**src/rtl/zs_pkg.sv**
```systemverilog
package zs_pkg;
  // Classification of an offered input pair.
  typedef enum logic [1:0] {
    KIND_NZ_MID   = 2'd0,
    KIND_ZERO_MID = 2'd1,
    KIND_ZERO_END = 2'd2,
    KIND_NZ_END   = 2'd3
  } zs_kind_e;

  // Source selected when the output register loads.
  typedef enum logic [1:0] {
    SRC_HOLD = 2'd0,
    SRC_IN   = 2'd1,
    SRC_NULL = 2'd2
  } zs_src_e;
endpackage

```
**src/rtl/zs_zero_detect.sv**
```systemverilog
module zs_zero_detect #(
  parameter int LANES  = 16,
  parameter int ELEM_W = 8
) (
  input  logic [LANES*ELEM_W-1:0] vec,
  output logic                    all_zero
);
  logic [LANES-1:0] lane_nz;

  for (genvar g = 0; g < LANES; g++) begin : g_lane
    assign lane_nz[g] = |vec[g*ELEM_W +: ELEM_W];
  end

  assign all_zero = ~|lane_nz;
endmodule

```
**src/rtl/zs_skip_counter.sv**
```systemverilog
module zs_skip_counter #(
  parameter int CNT_W = 16
) (
  input  logic             clk,
  input  logic             rst_n,
  input  logic             inc,
  output logic [CNT_W-1:0] count
);
  localparam logic [CNT_W-1:0] CNT_MAX = '1;

  logic [CNT_W-1:0] cnt_q, cnt_d;
  logic             cnt_en;

  always_comb begin
    cnt_en = inc && (cnt_q != CNT_MAX);
    cnt_d  = cnt_q + 1'b1;
  end

  always_ff @(posedge clk or negedge rst_n) begin
    if (!rst_n)      cnt_q <= '0;
    else if (cnt_en) cnt_q <= cnt_d;
  end

  assign count = cnt_q;


  cnt_step_chk: assert property (@(posedge clk) disable iff (!rst_n)
    (cnt_q == $past(cnt_q)) || (cnt_q == $past(cnt_q) + 1'b1));
endmodule

```
**src/rtl/zs_sched.sv**
```systemverilog
module zs_sched
  import zs_pkg::*;
#(
  parameter int LANES = 16,
  parameter int FM_W  = 8,
  parameter int WT_W  = 8,
  parameter int CNT_W = 16
) (
  input  logic                  clk,
  input  logic                  rst_n,
  input  logic                  in_valid,
  output logic                  in_ready,
  input  logic [LANES*FM_W-1:0] in_fm,
  input  logic [LANES*WT_W-1:0] in_wt,
  input  logic                  in_last,
  output logic                  out_valid,
  input  logic                  out_ready,
  output logic [LANES*FM_W-1:0] out_fm,
  output logic [LANES*WT_W-1:0] out_wt,
  output logic                  out_last,
  output logic                  out_null,
  output logic [CNT_W-1:0]      skip_count
);
  localparam int FV_W = LANES * FM_W;
  localparam int WV_W = LANES * WT_W;

  // Holding stage: last non-zero pair whose group-end status is unknown.
  logic            hold_v_q, hold_v_d, hold_fin_q, hold_fin_d, hold_ld;
  logic [FV_W-1:0] hold_fm_q;
  logic [WV_W-1:0] hold_wt_q;
  // Output register.
  logic            out_v_q, out_v_d, out_ld, out_last_d, out_null_d;
  logic            out_last_q, out_null_q;
  zs_src_e         out_src;
  logic [FV_W-1:0] out_fm_q, out_fm_d;
  logic [WV_W-1:0] out_wt_q, out_wt_d;

  logic            all_zero, out_free, fire;
  zs_kind_e        kind;

  zs_zero_detect #(.LANES(LANES), .ELEM_W(FM_W)) zdet_i (
    .vec      (in_fm),
    .all_zero (all_zero)
  );

  zs_skip_counter #(.CNT_W(CNT_W)) scnt_i (
    .clk   (clk),
    .rst_n (rst_n),
    .inc   (fire && all_zero),
    .count (skip_count)
  );

  // Acceptance decision.
  always_comb begin
    if (all_zero) kind = in_last ? KIND_ZERO_END : KIND_ZERO_MID;
    else          kind = in_last ? KIND_NZ_END   : KIND_NZ_MID;
    out_free = !out_v_q || out_ready;
    if (hold_fin_q) in_ready = 1'b0;
    else begin
      unique case (kind)
        KIND_ZERO_MID: in_ready = 1'b1;
        KIND_NZ_MID:   in_ready = !hold_v_q || out_free;
        default:       in_ready = out_free;
      endcase
    end
    fire = in_valid && in_ready;
  end

  // Next-state logic.
  always_comb begin
    hold_v_d   = hold_v_q;
    hold_fin_d = hold_fin_q;
    hold_ld    = 1'b0;
    out_v_d    = out_v_q && !out_ready;
    out_ld     = 1'b0;
    out_src    = SRC_HOLD;
    out_last_d = 1'b0;
    if (hold_fin_q && out_free) begin
      out_ld     = 1'b1;
      out_last_d = 1'b1;
      hold_v_d   = 1'b0;
      hold_fin_d = 1'b0;
    end else if (fire) begin
      unique case (kind)
        KIND_NZ_MID: begin
          out_ld   = hold_v_q;
          hold_ld  = 1'b1;
          hold_v_d = 1'b1;
        end
        KIND_ZERO_END: begin
          out_ld     = 1'b1;
          out_src    = hold_v_q ? SRC_HOLD : SRC_NULL;
          out_last_d = 1'b1;
          hold_v_d   = 1'b0;
        end
        KIND_NZ_END: begin
          out_ld = 1'b1;
          if (hold_v_q) begin
            hold_ld    = 1'b1;
            hold_fin_d = 1'b1;
          end else begin
            out_src    = SRC_IN;
            out_last_d = 1'b1;
          end
        end
        default: ;
      endcase
    end
    if (out_ld) out_v_d = 1'b1;
    out_null_d = (out_src == SRC_NULL);
    unique case (out_src)
      SRC_IN:   begin out_fm_d = in_fm;     out_wt_d = in_wt;     end
      SRC_NULL: begin out_fm_d = '0;        out_wt_d = '0;        end
      default:  begin out_fm_d = hold_fm_q; out_wt_d = hold_wt_q; end
    endcase
  end

  // Control registers.
  always_ff @(posedge clk or negedge rst_n) begin
    if (!rst_n) begin
      hold_v_q   <= 1'b0;
      hold_fin_q <= 1'b0;
      out_v_q    <= 1'b0;
    end else begin
      hold_v_q   <= hold_v_d;
      hold_fin_q <= hold_fin_d;
      out_v_q    <= out_v_d;
    end
  end

  // Data registers, enabled loads only.
  always_ff @(posedge clk) begin
    if (hold_ld) begin
      hold_fm_q <= in_fm;
      hold_wt_q <= in_wt;
    end
    if (out_ld) begin
      out_fm_q   <= out_fm_d;
      out_wt_q   <= out_wt_d;
      out_last_q <= out_last_d;
      out_null_q <= out_null_d;
    end
  end

  assign out_valid = out_v_q;
  assign out_fm    = out_fm_q;
  assign out_wt    = out_wt_q;
  assign out_last  = out_last_q;
  assign out_null  = out_null_q;


  out_hold_chk: assert property (@(posedge clk) disable iff (!rst_n)
    out_valid && !out_ready |=> out_valid && $stable(out_fm) && $stable(out_wt)
                                && $stable(out_last) && $stable(out_null));

  null_closes_chk: assert property (@(posedge clk) disable iff (!rst_n)
    out_valid && out_null |-> out_last && (out_fm == '0) && (out_wt == '0));

  no_zero_fwd_chk: assert property (@(posedge clk) disable iff (!rst_n)
    out_valid && !out_null |-> (out_fm != '0));

  skip_silent_chk: assert property (@(posedge clk) disable iff (!rst_n)
    fire && (kind == KIND_ZERO_MID) && out_free |=> !out_valid);

  rst_idle_chk: assert property (@(posedge clk)
    !rst_n |=> !out_valid);
endmodule

```
**config.mk**
```make
export PLATFORM = sky130hd
export DESIGN_NAME = zs_sched
export DESIGN_NICKNAME = d
export VERILOG_FILES = /design/src/rtl/zs_pkg.sv /design/src/rtl/zs_zero_detect.sv /design/src/rtl/zs_skip_counter.sv /design/src/rtl/zs_sched.sv
export SDC_FILE = /design/constraint.sdc
export NUM_CORES = 1
export LEC_CHECK = 0
export ABC_AREA = 0
export BUFFER_PORTS_ARGS = -buffer_cell sky130_fd_sc_hd__buf_2
export CORE_MARGIN = 5
export CORE_UTILIZATION = 35
export DETAILED_ROUTE_END_ITERATION = 10
export PLACE_DENSITY = 0.62
export SLEW_MARGIN = 20
export SYNTH_ARGS = -nofsm -noshare
export SYNTH_HDL_FRONTEND = slang
export SYNTH_HIERARCHICAL = 1
export SYNTH_SLANG_ARGS = --single-unit
export TNS_END_PERCENT = 1
```
**constraint.sdc**
```tcl
create_clock -name clk -period 21.5 [get_ports clk]
set_input_delay 2.15 -clock clk [delete_from_list [all_inputs] [get_ports clk]]
set_output_delay 2.15 -clock clk [all_outputs]
set_load 0.1 [all_outputs]
```
# After elaboration in Yosys (flattened, before gate mapping)
# Index checks and enable logic that the tools add are counted.
[classes] addsub=1 eq_ne=6 n_reduce_logical=20 n_mux=30
[ops] operator="one-hot mux 128 bit (2 select lines)" n=2
[ops] operator="OR reduction 128 bit" n=1
[ops] operator="adder 16 x 1 -> 16 bit (second input constant)" n=1
[ops] operator="two-way mux 1 bit" n=16
[ops] operator="!= test 16 bit (second input constant)" n=1
[ops] operator="two-way mux 2 bit" n=6
[ops] operator="one-hot mux 1 bit (2 select lines)" n=5
[ops] operator="== test 2 bit (second input constant)" n=3
[ops] operator="nonzero test 2 bit" n=3
[ops] operator="logical AND 1 bit" n=5
[ops] operator="== test 2 x 1 -> 1 bit (second input constant)" n=2
[ops] operator="zero test 1 bit" n=4
[ops] operator="one-hot mux 2 bit (2 select lines)" n=1
[ops] operator="AND reduction 3 bit" n=1
[ops] operator="nonzero test 3 bit" n=1
[ops] operator="zero test 2 bit" n=1
[ops] operator="logical OR 1 bit" n=2
[ops] operator="AND reduction 2 bit" n=1
[ops] operator="OR reduction 2 bit" n=1
[totals] word_cells=67 regBits=533 out_inout_bits=276 in_bits=261

# Longest topological paths before layout
# Gate-level depths: netlist of the first run.
[logic_depth] depth_word=10 ltp_mapped=12 depth_no_buf=10

# Cells and area by module
# Netlist of the first run, hierarchy kept.
[modules_own_cells] mod="zs_sched" instances=1 area_each_um2=18327.6 seq_area_each_um2=15509.9 cells_per_inst=866
[modules_own_cells] mod="zs_skip_counter" instances=1 area_each_um2=884.6 seq_area_each_um2=400.4 cells_per_inst=77
[modules_own_cells] mod="zs_zero_detect" instances=1 area_each_um2=275.3 seq_area_each_um2=0.0 cells_per_inst=43

# Worst setup path before layout of the first run
# OpenSTA, ideal clock, no wires.
[synth_timing] path_kind="input to register" startpoint="input port in_valid" endpoint="register hold_fm_q[0], enable pin" t_arrival_ns=19.679 setup_ns=1.186 slack_ns=0.635 path_stages=2 n_path_buf=0 t_required_ns=20.314 cell_sequence="nand2b_1 nor3_1"
[synth_between] elab_chain_cells=3
[synth_rtl] item="start: declaration" line_no="zs_sched.sv:11" text="input logic in_valid,"
[synth_rtl] item="logical AND 1 bit" line_no="zs_sched.sv:66" text="fire = in_valid && in_ready;"
[synth_rtl] item="two-way mux 1 bit" line_no="zs_sched.sv:83" text="end else if (fire) begin"
[synth_rtl] item="two-way mux 1 bit" line_no="zs_sched.sv:78" text="if (hold_fin_q && out_free) begin"
[synth_rtl] item="named net hold_ld" line_no="zs_sched.sv:28" text="logic hold_v_q, hold_v_d, hold_fin_q, hold_fin_d, hold_ld;"
[synth_rtl] item="end signal: assignment" line_no="zs_sched.sv:134" text="hold_fm_q <= in_fm;"
[synth_rtl] item="end: declaration" line_no="zs_sched.sv:29" text="logic [FV_W-1:0] hold_fm_q;"
# The timed path passes the listed nets, and every way through them passes these cells.
# A chain may end at the register's enable or synchronous reset.

# Final worst setup path of the first run
[layout_timing] startpoint="input port in_fm[8]" endpoint="register out_fm_q[34], in the netlist out_fm[34] (data pin)"
[layout_between] elab_chain_cells=10 word_cells_on_any_way=15 classes_between="eq/ne (5); mux (7); reduce/logical (3)"
[layout_rtl] item="start: declaration" line_no="zs_sched.sv:13" text="input logic [LANES*FM_W-1:0] in_fm,"
[layout_rtl] item="OR reduction 128 bit *" line_no="zs_zero_detect.sv:14" text="assign all_zero = ~|lane_nz;"
[layout_rtl] item="two-way mux 2 bit *" line_no="zs_sched.sv:55" text="if (all_zero) kind = in_last ? KIND_ZERO_END : KIND_ZERO_MID;"
[layout_rtl] item="== test 2 x 1 -> 1 bit or zero test 2 bit (tied branches)" line_no="zs_sched.sv:60" text="unique case (kind)"
[layout_rtl] item="one-hot mux 1 bit (2 select lines)" line_no="zs_sched.sv:60"
[layout_rtl] item="two-way mux 1 bit" line_no="zs_sched.sv:58" text="if (hold_fin_q) in_ready = 1'b0;"
[layout_rtl] item="logical AND 1 bit" line_no="zs_sched.sv:66"
[layout_rtl] item="two-way mux 2 bit *" line_no="zs_sched.sv:83"
[layout_rtl] item="two-way mux 2 bit *" line_no="zs_sched.sv:78"
[layout_rtl] item="== test 2 bit or == test 2 x 1 -> 1 bit (tied branches)" line_no="zs_sched.sv:111" text="unique case (out_src)"
[layout_rtl] item="one-hot mux 128 bit (2 select lines) *" line_no="zs_sched.sv:111"
[layout_rtl] item="named net out_fm_d[34]" line_no="zs_sched.sv:35" text="logic [FV_W-1:0] out_fm_q, out_fm_d;"
[layout_rtl] item="end signal: assignment" line_no="zs_sched.sv:138" text="out_fm_q <= out_fm_d;"
[layout_rtl] item="end: declaration" line_no="zs_sched.sv:35"
# The timed path passes the listed nets; every way through them passes the cells marked *.

==> results.md, run 1 <==
* Status: finished, final reports clean
* P_int at 2.00 mW
* CP Class: primary input to register
* Post-synth EDFFs at 514
* Startpoint types: primary input
* Crit path time final at 7830 ps
* CP peak stage delay at ~900 ps
* Via count at roughly 12000
* Fin. Hold Viols at 0
* Mapped Cells at 986
* Hold crit path type: register to register
* Max-slew headroom at a little over a quarter
* Share of layout cells above drive strength 1 at around two fifths
* Simple-Gate Fraction of Synth Area at under 10%
* Crit path max-delay family: simple AND/OR/NAND/NOR gates
* Combinational Power Share at 19.2%
* Xor and xnor area share after synthesis at 0.315%
* Routed Antenna Nets at 0
* Iter 0 DRT Violations at just over 800
* Worst Max-Slew Pin Slew at 1100 ps
* Total GRT Usage at about 16%
* Initial core utilization at a little over a third
* Netlist Area Pre-Place at 19500 µm²
* Final setup vio count at 0
* Nets at 1798
* Sw Pwr at approximately 900 µW
* Post-Route WL at approximately 50 mm
* Skew final at ~15 ps
* Register area at 15900 µm²
* Syn avg cell area at approximately 20 µm²
* Yosys Warn Count at 6
* First-pass GRT wire length at 74.9 mm
* Synth-to-layout area growth at 28.0%
* Global route overflow at 0
* Main flop type after synthesis: edfxtp_1
* Clk_lat worst skew at ~580 ps
* Drt drc at 0
* Worst VDD drop at 0.0589 mV
* Seq pwr share at 44.6%
* Power Dens Cells at 116 nW/µm²
* Postcts setup bufs at 0
* CTS tree: yes
* Multi-input gate area at 3230 µm²
* Chip width at 246 µm
* Critical-path cell list: buf_2, nor4_2, nand4_1, or4_1, nor2_1, inv_1, or4_1, ha_4, nor2b_4, buf_4, buf_4, buf_16, a22o_1
* RSZ-0062 raised after global routing: no
* Net Count, Synth at between 1000 and 1500
* CTS Buffer Depth at 3
* Mux share of post-synthesis cell area at 0.154%
* Post-DP HPWL at 34.6 mm
* Clock transition at path regs at 60 ps
* Clock sink count at 533
* Adder-Cell Fraction of Synth Area at 0.193%
* Critical Path AT at approximately 8300 ps
* Vias/cell at 5.07
* Register area share after synthesis at approximately four fifths
* Clk root buf: clkbuf_16
* FFs w/ async S/R, synth at 3.56%
* Sw frac at 30.8%
* Complex-gate fraction of the synthesized area at 12.3%
* GP Congestion at 0.826
* Leakage power at 9.42 nW
* Post-synth cell types at 42
* Area of the die at 60500 µm²
* CTS Hold Buffers Added at 0
* Port Buffer Count at 536
* Initial antenna violation count at 10
* Top Ports at roughly 540
* H-tree Lvls at 2
* Final setup TNS at 0 ps
* Crit path max-delay cell type: nor2b_4
* Post-DR wirelength/cell at 22.1 µm
* Crit. End Element: register
* Largest net degree at the start of global routing at 165
* Die Ht at 246 µm
* Cts bufs inserted at 55
* CP max FO at 87
* Fmax at approximately 130 MHz
* Post_cts resized at 0
* Drt first pass iters at 5
* Fill cell count at 4865
* Row count at 86
* Worst path bufs/invs at 5
* Slew Viols, Final at 0
* Vias in the first global route at between 10000 and 15000
* Max-cap violations at 0
* Final Cycle Share at 36.4%
* Total chip power at about 2.9 mW
* Yosys reg bits at 533
* Main combinational cell family by area after synthesis: compound AO/OA/AOI/OAI gates
* Required time of the worst setup path at 21940 ps
* Clock share of power at 36.2%
* Core ar. at 55100 µm²
## registers in the layout (all words and copies together) (netlist names)
name and count:
hold_fm_q 128, hold_wt_q 128, out_fm 128, out_wt 128, scnt_i/count 16, hold_fin_q 1, hold_v_q 1, out_last 1
out_null 1, out_valid 1
## metrics by stage
stage | hold WS (ps) | area, µm² | utilization, % | std cells | setup slack [ps]
2_1_floorplan | 496 | 19500 | - | 986 | 635
3_3_place_gp | 523 | 22900 | 41.5 | 2224 | 12310
3_5_place_dp | 529 | 22900 | 41.5 | 2224 | 12620
4_1_cts | 542 | 24900 | 45.2 | 2326 | 13240
5_1_grt | 550 | 24900 | 45.3 | 2335 | 13200
6_report | 535 | 24900 | 45.3 | 2336 | 13670
## power by group through the flow
stage / Combinational, mW / Clock (mW) / Sequential (mW)
after floorplan: 0.0796 / 0 / 1.71
after global placement: 0.554 / 0 / 1.31
after detailed placement: 0.559 / 0 / 1.31
after CTS: 0.559 / 1.07 / 1.29
after global routing: 0.572 / 1.12 / 1.30
final: 0.555 / 1.05 / 1.29
## layout make-up
type                    count  share of cell area (%)
flip-flops and latches    533                    63.8
multi-input cells         392                    13.0
repair buffers            550                    11.4
clock buffers              65                    5.84
well taps                 748                    3.75
clock inverters            37                    2.18
diodes                      9                  0.0903
inverters                   2                  0.0301
## cell usage in the layout, fill, tap and decap left out, types with 2 or more instances in the layout
cell type  synthesis  final
ha_1               3      2
nand3_1            5      5
clkbuf_1           3      8
o31ai_1            2      2
clkinv_4           0      3
nand4_1           17     17
nor4_1            33     32
and4_1             2      2
a21oi_1            6      6
nand2b_1           3      3
nand3_4            2      2
clkinv_2           0     10
and3_1             2      2
nand3_2            2      2
inv_6              0      2
xnor2_1            5      5
or4_1              4      4
buf_4             26     11
o21ai_0            2      2
mux2_4             2      2
a22o_1           255    255
nor4_2             2      3
dfrtp_1           19     19
xor2_1             2      2
o21a_1             3      3
buf_2             28    536
clkinv_1           0      8
bufinv_16          0     14
diode_2            0      9
clkbuf_16          0     57
edfxtp_1         514    514
nor2b_1            2      2
a41oi_1            2      2
nand2_1            9      9
buf_12             0      2
a31oi_1            3      3
nor2_1            12     11
inv_1              2      2
## synthesized netlist by cell type (2+ instances only)
cell | n | share of area (%)
clkbuf_1 | 3 | 0.058
a22o_1 | 255 | 11
buf_6 | 2 | 0.12
edfxtp_1 | 514 | 79
buf_2 | 28 | 0.72
nor4_2 | 2 | 0.13
o21ai_0 | 2 | 0.051
mux2_4 | 2 | 0.15
nand4_1 | 17 | 0.55
buf_4 | 26 | 1.0
xor2_1 | 2 | 0.090
nand2_1 | 9 | 0.17
nor4_1 | 33 | 1.1
a31oi_1 | 3 | 0.096
dfrtp_1 | 19 | 2.4
nand3_4 | 2 | 0.18
nand2b_1 | 3 | 0.096
and3_1 | 2 | 0.064
nand3_1 | 5 | 0.13
a41oi_1 | 2 | 0.090
nor2b_1 | 2 | 0.064
xnor2_1 | 5 | 0.22
nor2_1 | 12 | 0.23
nand3_2 | 2 | 0.10
or4_1 | 4 | 0.15
and4_1 | 2 | 0.090
nor3_1 | 2 | 0.051
ha_1 | 3 | 0.19
o21a_1 | 3 | 0.12
a21oi_1 | 6 | 0.15
inv_1 | 2 | 0.039
o31ai_1 | 2 | 0.077
## cells by family (layout without fill, tap and decap cells)
| logic type | Yosys count | count (layout) |
|---|---|---|
| other | 0 | 9 |
| adders and majority gates | 3 | 3 |
| xor gates and xnor gates | 7 | 7 |
| DFF | 533 | 533 |
| and+or+nand+nor | 102 | 102 |
| AOI/OAI and AO/OA | 278 | 278 |
| buffers and inverters | 61 | 654 |
| muxes | 2 | 2 |
## routing by layer
layer | global-route usage, % | wire (µm) | vias up
met2 | 26.4 | 26100 | 494
met5 | 0 | 21 | -
met4 | 5.43 | 1440 | 4
met1 | 20.4 | 20000 | 5962
li1 | - | - | 5293
met3 | 4.43 | 3950 | 96
## final timing paths
check | from | end | slack, ps | cells after the start
max in group asynchronous | rst_n | scnt_i/count[15]$_DFFE_PN0P_ | 19690 | 1
worst max-delay path | in_fm[8] | out_fm[34]$_DFFE_PP_ | 13670 | 13
min in group asynchronous | rst_n | scnt_i/count[10]$_DFFE_PN0P_ | 1500 | 1
worst max register to register | hold_fin_q$_DFFE_PN0P_ | out_fm[34]$_DFFE_PP_ | 17080 | 8
worst min register to register | hold_fm_q[13]$_DFFE_PP_ | out_fm[13]$_DFFE_PP_ | 540 | 1
worst min-delay path | hold_fm_q[13]$_DFFE_PP_ | out_fm[13]$_DFFE_PP_ | 540 | 1
(Power assumes the default switching activity.)
==> run 2, diff against run 1 <==
- PLACE_DENSITY: 0.62 -> 0.64
- clock period: 21.5 -> 6.3 ns (I/O delays scaled with it)
==> results.md, run 2 (synthesized netlist as in run 1, its figures left out) <==
* GP Congestion at 0.855 (was 0.826)
* Initial core utilization at 35.4% (unchanged)
* Max-slew headroom at 29.0% (was 27.0%)
* Vias/cell at 5.04 (was 5.07)
* Most common cell after layout, fill and taps aside: buf_2 (unchanged)
* First-pass GRT wire length at 75.7 mm (was 74.9 mm)
* Hold slack at 227 ps (was 535 ps)
* Fin worst setup slack at 1980 ps (was 13670 ps)
* Sw frac at 32.0% (was 30.8%)
* Fmax at 232 MHz
* CP Class: primary input to register (unchanged)
* Top Ports at 537 (unchanged)
* Hold_sp: in_wt[18] (was hold_fm_q[13]$_DFFE_PP_)
* Slew Viols, Final at 0 (unchanged)
* Share of layout cells above drive strength 1 at 40.6% (was 41.4%)
* Crit path max-delay cell type: nor4_1 (was nor2b_4)
* Seq pwr share at 46.3% (was 44.6%)
* Post-Route WL at 52.0 mm (was 51.5 mm)
* Critical-path cell list: buf_2, nor4_1, nand4_1, or4_1, nor2_2, inv_1, or4_1, ha_4, buf_12, o21ai_0 (was buf_2, nor4_2, nand4_1, or4_1, nor2_1, inv_1, or4_1, ha_4, nor2b_4, buf_4, buf_4, buf_16, a22o_1)
* Worst Max-Slew Pin Slew at 1070 ps (was 1100 ps)
* Final Util at 44.9% (was 45.3%)
* Clock share of power at 33.7% (was 36.2%)
* RSZ-0062 raised after global routing: no (unchanged)
* Chip width at 246 µm (unchanged)
* Sw Pwr at 3.04 mW (was 891 µW)
* Required time of the worst setup path at 6600 ps (was 21940 ps)
* Clk_lat worst skew at 590 ps (was 580 ps)
* Worst hold stages at 1 (unchanged)
* Routed Antenna Nets at 0 (unchanged)
* Cell depth of the worst flop-to-flop path at 4 (was 8)
* Skew final at 15.8 ps (was 15.0 ps)
* Startpoint types: primary input (unchanged)
* Total GRT Usage at 16.2% (was 16.0%)
* Worst R2R Start: hold_fin_q$_DFFE_PN0P_ (unchanged)
* Worst path bufs/invs at 3 (was 5)
* Cts bufs inserted at 55 (unchanged)
* Register area at 15900 µm² (about the same)
* Multi-input gate area at 3230 µm² (about the same)
* Final Cycle Share at between 60% and 70%
* Nets at 1796 (was 1798)
* Crit path max-delay family: simple AND/OR/NAND/NOR gates (unchanged)
* Most frequent cells in the layout: buf_2, edfxtp_1, a22o_1 (unchanged)
* Port Buffer Count at 536 (unchanged)
* Synth-to-layout area growth at 27.0% (was 28.0%)
* Crit path time final at 4320 ps
* Total chip power at 9.49 mW (was 2.89 mW)
* Combinational Power Share at 20.0% (was 19.2%)
* Clock transition at path regs at 60 ps (about the same)
* Max-cap violations at 0 (unchanged)
* P_int at 6.45 mW (was 2.00 mW)
* Post_cts resized at 0 (unchanged)
* Leakage power at 9.30 nW (was 9.42 nW)
* Hold EP: hold_wt_q[18]$_DFFE_PP_ (was out_fm[13]$_DFFE_PP_)
* Iter 0 DRT Violations at 794 (was 822)
* Status: finished, final reports clean (unchanged)
* H-tree Lvls at 2 (unchanged)
* Area of the die at 60500 µm² (unchanged)
* Power Dens Cells at 383 nW/µm² (was 116 nW/µm²)
* CTS tree: yes (unchanged)
* Hold crit path type: primary input to register (was register to register)
* Postcts setup bufs at 0 (unchanged)
* Critical Path AT at 4610 ps (was 8270 ps)
* Clk root buf: clkbuf_16 (unchanged)
* Global route overflow at 0 (unchanged)
* Place WS at 1330 ps (was 12620 ps)
* Die Ht at 246 µm (unchanged)
* Crit. End Element: register (unchanged)
* Drt drc at 0 (unchanged)
* Reg2Reg Setup Slack at 3420 ps (was 17080 ps)
* Via count at 11800 (about the same)
* Fin. Hold Viols at 0 (unchanged)
* Core ar. at 55100 µm² (unchanged)
* CTS Buffer Depth at 3 (unchanged)
* CP max FO at 155 (was 87)
* Row count at 86 (unchanged)
* Post-DR wirelength/cell at 22.3 µm (was 22.1 µm)
* CP peak stage delay at 730 ps (was 880 ps)
* Fill cell count at 4876 (was 4865)
* Initial antenna violation count at 19 (was 10)
* Largest net degree at the start of global routing at 160 (was 165)
* Post-DP HPWL at 34.6 mm (about the same)
* CP dominant cell by count: or4_1
* Vias in the first global route at 12000 (was 11800)
* Drt first pass iters at 4 (was 5)
* CP Depth at 10 (was 13)
* Final setup vio count at 0 (unchanged)
* Reg-to-reg critical path endpoint: hold_wt_q[67]$_DFFE_PP_ (was out_fm[34]$_DFFE_PP_)
* Clock sink count at 533 (unchanged)
* CTS Hold Buffers Added at 1 (was 0)
* Worst VDD drop at 0.190 mV (was 0.0589 mV)
==> run 2: changes by cell type in the layout (fill, tap and decap cells not counted), sizes merged <==
cell / change
dlygate4sd3: +1
inv: +3
clkbuf: +5
bufinv: -9
buf: -3
diode: +3
clkinvlp: +1
==> run 2: how the worst max path moves through the flow <==
stage               slack, ps  startpoint                endpoint
floorplan               -1130   in_fm[96]  hold_fm_q[0]$_DFFE_PP_
global placement         1390   in_fm[17]    out_fm[50]$_DFFE_PP_
detailed placement       1330   in_fm[17]    out_fm[95]$_DFFE_PP_
CTS                      1950   in_fm[17]    out_fm[95]$_DFFE_PP_
global route             1730   in_fm[17]   out_wt[126]$_DFFE_PP_
finish                   1980   in_fm[17]   out_wt[126]$_DFFE_PP_
==> run 2: stage by stage <==
step | TNS (ps) | area (µm²) | std cells
2_1_floorplan | -290490 | 19500 | 986
3_3_place_gp | 0 | 22900 | 2221
3_5_place_dp | 0 | 22900 | 2221
4_1_cts | 0 | 24700 | 2324
5_1_grt | 0 | 24700 | 2332
6_report | 0 | 24700 | 2337
==> run 2: layout make-up <==
| type | instances | share of cell area (%) |
|---|---|---|
| well taps | 748 | 3.78 |
| inverters | 2 | 0.0303 |
| clock buffers | 70 | 5.88 |
| repair buffers | 548 | 11.6 |
| clock inverters | 32 | 1.23 |
| flip-flops and latches | 533 | 64.3 |
| multi-input cells | 392 | 13.1 |
| diodes | 12 | 0.121 |
==> run 2: power by group through the flow <==
| stage | sequential [mW] | combinational (mW) | clock, mW |
|---|---|---|---|
| floorplan | 5.72 | 0.275 | 0 |
| global placement | 4.46 | 1.89 | 0 |
| detailed placement | 4.47 | 1.91 | 0 |
| CTS | 4.40 | 1.91 | 3.29 |
| global route | 4.42 | 1.96 | 3.43 |
| finish | 4.39 | 1.90 | 3.19 |
==> run 2: worst reg2reg max path, stage by stage (launching register included) <==
cell      delay (ps)
dfrtp_1          450
nand2b_1         290
nor3_4           240
buf_4            650
buf_4            840
==> run 2: per-layer routing <==
layer  track usage (%)  vias to the layer above  wire length (µm)
met5                 0                        -               121
met4              5.69                       16              1620
met3              5.73                      113              4690
met2              26.8                      454             25600
met1              19.7                     5896             19900
li1                  -                     5288                 -
